--- src/rtl/intc_regwin_pkg.sv ---
package intc_regwin_pkg;
  localparam int WORD_W = 32;
  localparam int ENT_W  = 2 * WORD_W;
  localparam logic [7:0] OFF_SEL = 8'h00;
  localparam logic [7:0] OFF_WIN = 8'h10;
  localparam logic [31:0] SEL_TBL_BASE = 32'h10;
  localparam logic [7:0] VER_CODE = 8'h11;
  localparam int MASK_BIT  = 16;
  localparam int LEVEL_BIT = 15;

  typedef enum logic [2:0] {
    TGT_ID  = 3'd0,
    TGT_VER = 3'd1,
    TGT_ARB = 3'd2,
    TGT_TBL = 3'd3,
    TGT_BAD = 3'd4
  } tgt_e;
endpackage

--- src/rtl/intc_regwin_decode.sv ---
module intc_regwin_decode
  import intc_regwin_pkg::*;
#(
  parameter int NUM_ENT = 24,
  localparam int IDX_W = (NUM_ENT > 1) ? $clog2(NUM_ENT) : 1
) (
  input  logic [WORD_W-1:0] sel,
  output tgt_e              tgt,
  output logic [IDX_W-1:0]  idx,
  output logic              hi
);
  localparam logic [31:0] SEL_LIMIT = SEL_TBL_BASE + 32'(2 * NUM_ENT);
  logic [31:0] rel;

  always_comb begin
    rel = sel - SEL_TBL_BASE;
    idx = rel[IDX_W:1];
    hi  = sel[0];
    if (sel == 32'd0)                              tgt = TGT_ID;
    else if (sel == 32'd1)                         tgt = TGT_VER;
    else if (sel == 32'd2)                         tgt = TGT_ARB;
    else if (sel >= SEL_TBL_BASE && sel < SEL_LIMIT) tgt = TGT_TBL;
    else                                           tgt = TGT_BAD;
  end
endmodule

--- src/rtl/intc_regwin_bank.sv ---
module intc_regwin_bank
  import intc_regwin_pkg::*;
#(
  parameter int NUM_ENT = 24,
  localparam int IDX_W = (NUM_ENT > 1) ? $clog2(NUM_ENT) : 1
) (
  input  logic                      clk,
  input  logic                      rst,
  input  logic                      we,
  input  logic [IDX_W-1:0]          idx,
  input  logic                      hi,
  input  logic [WORD_W-1:0]         wdata,
  output logic [NUM_ENT*ENT_W-1:0]  tbl_flat,
  output logic [WORD_W-1:0]         rd_half
);
  localparam logic [ENT_W-1:0] ENT_RST = ENT_W'(1) << MASK_BIT;

  for (genvar g = 0; g < NUM_ENT; g++) begin : g_ent
    logic [ENT_W-1:0] q;
    always_ff @(posedge clk) begin
      if (rst) begin
        q <= ENT_RST;
      end else if (we && idx == IDX_W'(g)) begin
        if (hi) q[ENT_W-1:WORD_W] <= wdata;
        else    q[WORD_W-1:0]     <= wdata;
      end
    end
    assign tbl_flat[g*ENT_W +: ENT_W] = q;
  end

  always_comb begin
    rd_half = '0;
    for (int i = 0; i < NUM_ENT; i++) begin
      if (idx == IDX_W'(i)) begin
        rd_half = hi ? tbl_flat[i*ENT_W+WORD_W +: WORD_W]
                     : tbl_flat[i*ENT_W +: WORD_W];
      end
    end
  end
endmodule

--- src/rtl/intc_regwin.sv ---
module intc_regwin
  import intc_regwin_pkg::*;
#(
  parameter int NUM_ENT = 24,
  parameter int ADDR_W  = 12
) (
  input  logic                     clk,
  input  logic                     rst,
  input  logic                     acc_valid,
  input  logic                     acc_write,
  input  logic [ADDR_W-1:0]        acc_addr,
  input  logic [31:0]              acc_wdata,
  output logic [31:0]              rd_data,
  output logic                     rd_valid,
  output logic                     acc_err,
  output logic [3:0]               unit_id,
  output logic [31:0]              arb_word,
  output logic [NUM_ENT*64-1:0]    tbl_flat,
  output logic [NUM_ENT-1:0]       ent_mask,
  output logic [NUM_ENT-1:0]       ent_level
);
  localparam int IDX_W = (NUM_ENT > 1) ? $clog2(NUM_ENT) : 1;
  localparam logic [31:0] VER_WORD = (32'(NUM_ENT - 1) << 16) | 32'(VER_CODE);

  logic [WORD_W-1:0] sel_q;
  logic [3:0]        id_q;
  logic [WORD_W-1:0] arb_q;
  tgt_e              tgt;
  logic [IDX_W-1:0]  idx;
  logic              hi;
  logic [WORD_W-1:0] tbl_half;
  logic [7:0]        off;
  logic              hit_sel, hit_win, wr, rd, tbl_we;
  logic [WORD_W-1:0] rd_next;
  logic              err_next;

  intc_regwin_decode #(.NUM_ENT(NUM_ENT)) u_dec (
    .sel(sel_q), .tgt(tgt), .idx(idx), .hi(hi)
  );

  assign off     = acc_addr[7:0];
  assign hit_sel = (off == OFF_SEL);
  assign hit_win = (off == OFF_WIN);
  assign wr      = acc_valid && acc_write;
  assign rd      = acc_valid && !acc_write;
  assign tbl_we  = wr && hit_win && (tgt == TGT_TBL);

  intc_regwin_bank #(.NUM_ENT(NUM_ENT)) u_bank (
    .clk(clk), .rst(rst), .we(tbl_we), .idx(idx), .hi(hi),
    .wdata(acc_wdata), .tbl_flat(tbl_flat), .rd_half(tbl_half)
  );

  always_comb begin
    rd_next  = '0;
    err_next = 1'b0;
    if (hit_sel) begin
      rd_next = sel_q;
    end else if (hit_win) begin
      case (tgt)
        TGT_ID, TGT_ARB: rd_next = {4'h0, id_q, 24'h0};
        TGT_VER:         rd_next = VER_WORD;
        TGT_TBL:         rd_next = tbl_half;
        default:         err_next = 1'b1;
      endcase
    end else begin
      err_next = 1'b1;
    end
  end

  always_ff @(posedge clk) begin
    if (rst) begin
      sel_q    <= '0;
      id_q     <= '0;
      arb_q    <= '0;
      rd_data  <= '0;
      rd_valid <= 1'b0;
      acc_err  <= 1'b0;
    end else begin
      rd_valid <= rd;
      acc_err  <= acc_valid && err_next;
      if (rd) rd_data <= rd_next;
      if (wr && hit_sel) sel_q <= acc_wdata;
      if (wr && hit_win && tgt == TGT_ID)  id_q  <= acc_wdata[27:24];
      if (wr && hit_win && tgt == TGT_ARB) arb_q <= acc_wdata;
    end
  end

  assign unit_id  = id_q;
  assign arb_word = arb_q;

  for (genvar g = 0; g < NUM_ENT; g++) begin : g_fld
    assign ent_mask[g]  = tbl_flat[g*ENT_W + MASK_BIT];
    assign ent_level[g] = tbl_flat[g*ENT_W + LEVEL_BIT];
  end
endmodule

--- config.mk ---
export PLATFORM = sky130hd
export DESIGN_NAME = intc_regwin
export DESIGN_NICKNAME = d
export VERILOG_FILES = /design/src/rtl/intc_regwin_pkg.sv /design/src/rtl/intc_regwin_decode.sv /design/src/rtl/intc_regwin_bank.sv /design/src/rtl/intc_regwin.sv
export SDC_FILE = /design/constraint.sdc
export NUM_CORES = 2
export LEC_CHECK = 0
export BUFFER_PORTS_ARGS = -buffer_cell sky130_fd_sc_hd__buf_2
export CAP_MARGIN = 0
export CORE_AREA = 3 3 660 662
export DETAILED_ROUTE_END_ITERATION = 10
export DIE_AREA = 0 0 663 665
export PLACE_DENSITY = 0.36
export SKIP_CTS_REPAIR_TIMING = 1
export SYNTH_ARGS = -nofsm -noshare
export SYNTH_HDL_FRONTEND = slang
export SYNTH_HIERARCHICAL = 1
export SYNTH_SLANG_ARGS = --single-unit
--- constraint.sdc ---
create_clock -name clk -period 8 [get_ports clk]
set_input_delay 0.4 -clock clk [delete_from_list [all_inputs] [get_ports clk]]
set_output_delay 0.4 -clock clk [all_outputs]
set_load 0.1 [all_outputs]
; Word level (Yosys, flattened, before mapping)
; Cells that the tools add are included.
[totals]
inputBits = 48
out_inout_bits = 1654
register_bits = 1638
wordCells = 233
[op_classes]
mux = 58
bitwise_logic = 1
order_cmp = 2
add_sub_neg = 1
n_reduce_logical = 88
n_eq_ne = 29
[ops]
columns = op, n
row1 = two-way mux 32 bit, 50
row2 = one-hot mux 32 bit (3 select lines), 1
row3 = AND reduction 2 bit, 48
row4 = "equality test 5 x 4 -> 1 bit, second input constant", 8
row5 = "equality test 5 bit, second input constant", 8
row6 = logical AND 1 bit, 33
row7 = "equality test 32 x 1 -> 1 bit, second input constant", 1
row8 = "equality test 32 x 2 -> 1 bit, second input constant", 1
row9 = "greater-or-equal comparator 32 x 5 -> 1 bit, second input constant", 1
row10 = zero test 32 bit, 1
row11 = "less-than comparator 32 x 7 -> 1 bit, second input constant", 1
row12 = "equality test 5 x 3 -> 1 bit, second input constant", 4
row13 = two-way mux 3 bit, 4
row14 = "equality test 5 x 2 -> 1 bit, second input constant", 2
row15 = "equality test 8 x 5 -> 1 bit, second input constant", 1
row16 = zero test 8 bit, 1
row17 = "equality test 3 x 2 -> 1 bit, second input constant", 2
row18 = "subtractor 6 x 5 -> 6 bit, second input constant", 1
row19 = "equality test 5 x 1 -> 1 bit, second input constant", 1
row20 = zero test 5 bit, 1
row21 = OR reduction 4 bit, 1
row22 = "equality test 3 x 1 -> 1 bit, second input constant", 1
row23 = zero test 3 bit, 1
row24 = two-way mux 1 bit, 3
row25 = other kinds (3), 3

; Depth between registers and ports, before layout
[logic_depth]
ltp_word = 29
mapped_depth = 16
ltp_nobuf = 13

; Cells and area by module
; Netlist, hierarchy kept.
[modules_own_cells]
columns = mod, area_per_inst_um2, cells_each, seq_area_each_um2, n_inst
row1 = intc_regwin_bank, 67513.5, 8718, 30749.5, 1
row2 = intc_regwin, 4342.9, 503, 2042.0, 1
row3 = intc_regwin_decode, 160.2, 23, 0.0, 1

; Least setup slack after synthesis
; Ideal clock, no wire load.
[synth_path]
path_type = flip-flop to flip-flop
startpoint = register sel_q[8]
endpoint = register u_bank.g_ent[13].q[15]
path_buffers = 4
slack_ns = 4.696
setup_ns = 0.132
t_arrival_ns = 3.172
period_less_slack_ns = 3.304
stages_incl_launch_ff = 16
required_time_ns = 7.868
cell_sequence = dfxtp_1 -> nor4_1 -> nand3_1 -> a211o_1 -> nand2b_1 -> nor3_1 -> clkbuf_1 -> inv_1 -> nor3_1 -> nor2b_1 -> clkbuf_1 -> clkbuf_1 -> nand2_1 -> clkbuf_1 -> nand2_1 -> a21oi_1
[synth_between]
elab_chain_len = 10
elab_cells_between_ends = 14
classes_between = order compare (2) / eq/ne (3) / mux (4) / reduce/logical (5)
[synth_lines]
columns = element, line
row1 = start: declaration, intc_regwin.sv:25  ; logic [WORD_W-1:0] sel_q;
row2 = start signal: assignment, intc_regwin.sv:82  ; if (wr && hit_sel) sel_q <= acc_wdata;
row3 = greater-or-equal comparator 32 x 5 -> 1 bit or less-than comparator 32 x 7 -> 1 bit (tied branches), intc_regwin_decode.sv:22  ; else if (sel >= SEL_TBL_BASE && sel < SEL_LIMIT) tgt = TGT_TBL;
row4 = logical AND 1 bit, intc_regwin_decode.sv:22
row5 = two-way mux 3 bit, intc_regwin_decode.sv:22
row6 = two-way mux 3 bit, intc_regwin_decode.sv:21  ; else if (sel == 32'd2) tgt = TGT_ARB;
row7 = two-way mux 3 bit, intc_regwin_decode.sv:20  ; else if (sel == 32'd1) tgt = TGT_VER;
row8 = two-way mux 3 bit (*), intc_regwin_decode.sv:19  ; if (sel == 32'd0) tgt = TGT_ID;
row9 = via tgt[2], intc_regwin.sv:28  ; tgt_e tgt;
row10 = equality test 3 x 2 -> 1 bit (*), intc_regwin.sv:46  ; assign tbl_we = wr && hit_win && (tgt == TGT_TBL);
row11 = logical AND 1 bit (*), intc_regwin.sv:46
row12 = via tbl_we, intc_regwin.sv:33  ; logic hit_sel, hit_win, wr, rd, tbl_we;
row13 = logical AND 1 bit (*), intc_regwin_bank.sv:23  ; end else if (we && idx == IDX_W'(g)) begin
row14 = AND reduction 2 bit (no line) (*), -
row15 = end signal: indexed assignment, intc_regwin_bank.sv:24  ; if (hi) q[ENT_W-1:WORD_W] <= wdata;
row16 = end signal: indexed assignment, intc_regwin_bank.sv:25  ; else q[WORD_W-1:0] <= wdata;
row17 = end: declaration, intc_regwin_bank.sv:19  ; logic [ENT_W-1:0] q;
; The timed path passes the listed nets; every way through them passes the cells marked *.
; A chain may end at the register's enable or synchronous reset.

; Final worst setup path
[layout_path]
startpoint = register sel_q[4]
endpoint = register rd_data[22]
[layout_between]
elab_chain_len = 29
elab_cells_between_ends = 67
classes_between = add/sub (1) / order compare (2) / eq/ne (28) / mux (31) / reduce/logical (5)
[layout_lines]
columns = element, line
row1 = subtractor 6 x 5 -> 6 bit (*), intc_regwin_decode.sv:16  ; rel = sel - SEL_TBL_BASE;
row2 = via idx[3], intc_regwin.sv:29  ; logic [IDX_W-1:0] idx;
row3 = zero test 5 bit, intc_regwin_bank.sv:34  ; if (idx == IDX_W'(i)) begin
row4 = two-way mux 32 bit (23 in series), intc_regwin_bank.sv:34
row5 = two-way mux 32 bit (*), intc_regwin_bank.sv:34
row6 = via tbl_half[22], intc_regwin.sv:31  ; logic [WORD_W-1:0] tbl_half;
row7 = one-hot mux 32 bit (3 select lines) (*), intc_regwin.sv:59  ; case (tgt)
row8 = two-way mux 32 bit (*), intc_regwin.sv:58  ; end else if (hit_win) begin
row9 = two-way mux 32 bit (*), intc_regwin.sv:56  ; if (hit_sel) begin
row10 = end signal: assignment, intc_regwin.sv:81  ; if (rd) rd_data <= rd_next;
row11 = end: declaration, intc_regwin.sv:13  ; output logic [31:0] rd_data,
; Marked as above.

==> reports/metrics.yaml <==
cts:
  cts.sinks: 1638
  clockBufferDepth: 4
  clk_pin_slew_ps: 70
  root_buffer: "clkbuf_16"
  numCtsBuffers: 209
  clk_latency_ps: 930
  cts_htree_levels: 4
  tritoncts: "done"
global_routing:
  grt_pass1_wl_mm: 792
  track_usage_pct: 27.0
  first_global_vias: 70000
  grt_max_degree: 179
  gr-total-overflow: 0
  grt_antenna_before_repair: 53
hold_path:
  min_path_type: "primary input to register"
floorplan:
  die_y_um: 665
  dieArea_sq_mm: 0.441
  num_rows: 241
  coreArea_sq_mm: 0.430
  io-pin-count: 1702
  die_x_um: 663
  start_util_pct: 16.7
synth:
  synth_seq_area_share_pct: 45.5
  ys_ff_latch: 1638
  ys_types: 71
  synth_nets: 9293
  syn_inst: 9244
  synth-async-reset-ratio_pct: 0
  synth_ff_type: "dfxtp_1"
  synth_top_area_share_pct: 45.5
  yosys-top-cells-area: "dfxtp_1, nand2_1, a21oi_1"
  synth-warning-count: 6
  avgSynthCellArea_sq_um: 7.79
  yosys.area.top_type: "dfxtp_1"
  synth_edf_count: 0
  syn-cell-area_sq_mm: 0.0720
final_layout:
  area_growth_pct: 30.1
  final_core_util_pct: 21.8
  drive_gt1_share_pct: 24.6
  nNetsFinal: 10500
  finalInstanceArea_sq_mm: 0.0937
  layout_common_cells: "nand2_1, buf_2, dfxtp_1"
  final_common_cell: "nand2_1"
  fillers: 48000
  layout.cells.non_filler: 16400
detailed_routing:
  wire_per_inst_um: 38.4
  firstDrtPassIters: 7
  wl_met2_mm: 307
  drtIter0Drc: 8310
  met1Wirelength_mm: 246
  drc_errors: 0
  routed_wl_mm: 629
  num_vias: 76500
  routed.top_layer: "met5"
  route.met3.wl_mm: 42.3
  ant_nets: 0
  via_per_inst: 4.67
placed_design:
  placed_area_sq_mm: 0.0865
  dpl.cell_count: 16000
  io_buffer_count: 1697
  place_ws_ps: 2270
  hpwl_mm: 472
  gp_congestion: 0.875
timing:
  clock.fmax_ghz: 0.176
  slew_headroom_pct: 15.7
  fin_crit_sh_pct: 71.2
  maxSlewViolCount: 0
  hold_ws_ps: 28.4
  period_minus_slack_ps: 5700
  finalClockSkew_ps: 74.1
  timing.final.ws_setup_ps: 2300
  rsz0062_at_grt: "no"
  hold_viol: 0
  tightest_slew_ps: 1250
  setup_viol: 0
  setup-tns-final_ps: 0
critical_path:
  critical_path_class: "register to register"
  worstPathMaxFanout: 18
  ff2ff_setup_slack_ps: 2300
  crit_path_end_kind: "register"
  cp.required_ps: 8780
  critPathLaunchType: "register"
  critPathArrivalTime_ps: 6470
pwr:
  ir_drop_uv: 167
  power_density_mw_per_mm2: 200
  p_total_mw: 18.8
  power.leakage_nw: 33.9
flow_run:
  max_cap_violations: 0
outcome:
  status: "finished, final reports clean"
-- worst paths after layout --
path              depth (start not counted)      endpoint    startpoint
setup reg to reg                         12   rd_data[22]      sel_q[4]
hold reg to reg                           2  arb_word[15]  arb_word[15]
setup / recovery                         12   rd_data[22]      sel_q[4]
hold / removal                            4   rd_data[15]     acc_write
-- power by group --
part	switching, mW	internal, mW	leakage [nW]
logic	0.674	0.0740	17.3
clock network	4.24	5.61	3.39
registers	0.00594	8.16	13.2
-- synth_stat cells (3+ instances only) --
library cell / number
buf_6: 4
o21ai_0: 150
o22ai_1: 140
a211oi_1: 36
nand2b_1: 11
buf_2: 140
a21oi_1: 1628
and3_1: 18
nor4_1: 9
mux2i_1: 596
nor3_1: 75
nor2_2: 3
mux2_2: 134
nor2b_1: 17
a22oi_1: 11
o211ai_1: 13
buf_4: 75
o221ai_1: 46
o31ai_1: 15
o22a_1: 8
mux4_2: 42
o221a_2: 7
nand2_1: 3215
buf_1: 14
inv_1: 10
nor2_1: 192
nand3b_1: 25
a221oi_1: 95
a2111oi_0: 7
or4_1: 9
nand3_1: 44
and3b_1: 3
o21ai_1: 7
nor3b_1: 3
a31oi_1: 16
or4b_1: 3
o2111ai_1: 10
clkbuf_1: 704
o21a_1: 7
a221o_1: 22
dfxtp_1: 1638
-- flip-flops by register name, indices dropped and copies added (netlist names) --
name            cells
u_bank/g_ent.q   1536
arb_word           32
acc_err             1
rd_data            32
sel_q              32
unit_id             4
rd_valid            1
-- worst max-delay path, cell delays in order, from the launching register on --
cell and delay (ps):
dfxtp_1 370, inv_2 50, ha_1 280, inv_2 220
buf_4 280, nor3b_2 650, nand2_2 490, o221ai_1 880
o2111ai_1 520, a21oi_1 1030, o21ai_1 210, a221oi_1 430
nor3_1 90
-- final cells by class --
cell class	count	area, sq um	area share, %
Antenna cell	28	70.1	0.0748
Clock buffer	305	6130	6.54
Clock inverter	64	757	0.808
Inverter	10	37.5	0.0401
Multi-Input combinational cell	6659	35900	38.3
Sequential cell	1638	32800	35.0
Tap cell	5710	7140	7.62
Timing Repair Buffer	1973	10900	11.6
-- logic make-up (layout without fill, tap and decap cells) --
| logic type | Yosys count | in the layout | share of synthesized area [%] |
|---|---|---|---|
| flip-flops | 1638 | 1638 | 45.5 |
| other | 0 | 28 | 0 |
| buffers and inverters | 947 | 2352 | 5.61 |
| XOR/XNOR | 1 | 1 | 0.0122 |
| AND/OR/NAND/NOR | 3656 | 3656 | 20.0 |
| adder cells (fa/ha/maj) | 1 | 1 | 0.0174 |
| AO/OA/AOI/OAI | 2229 | 2229 | 17.2 |
| multiplexers | 772 | 772 | 11.7 |
-- metal layers --
layer  up-vias  global-route usage, %
li1      33800                      -
met1     38500                   32.0
met2      3535                   47.0
met3       679                   5.57
met4         4                   12.0
met5         -                      0
Power figures use the tool's default switching activity.
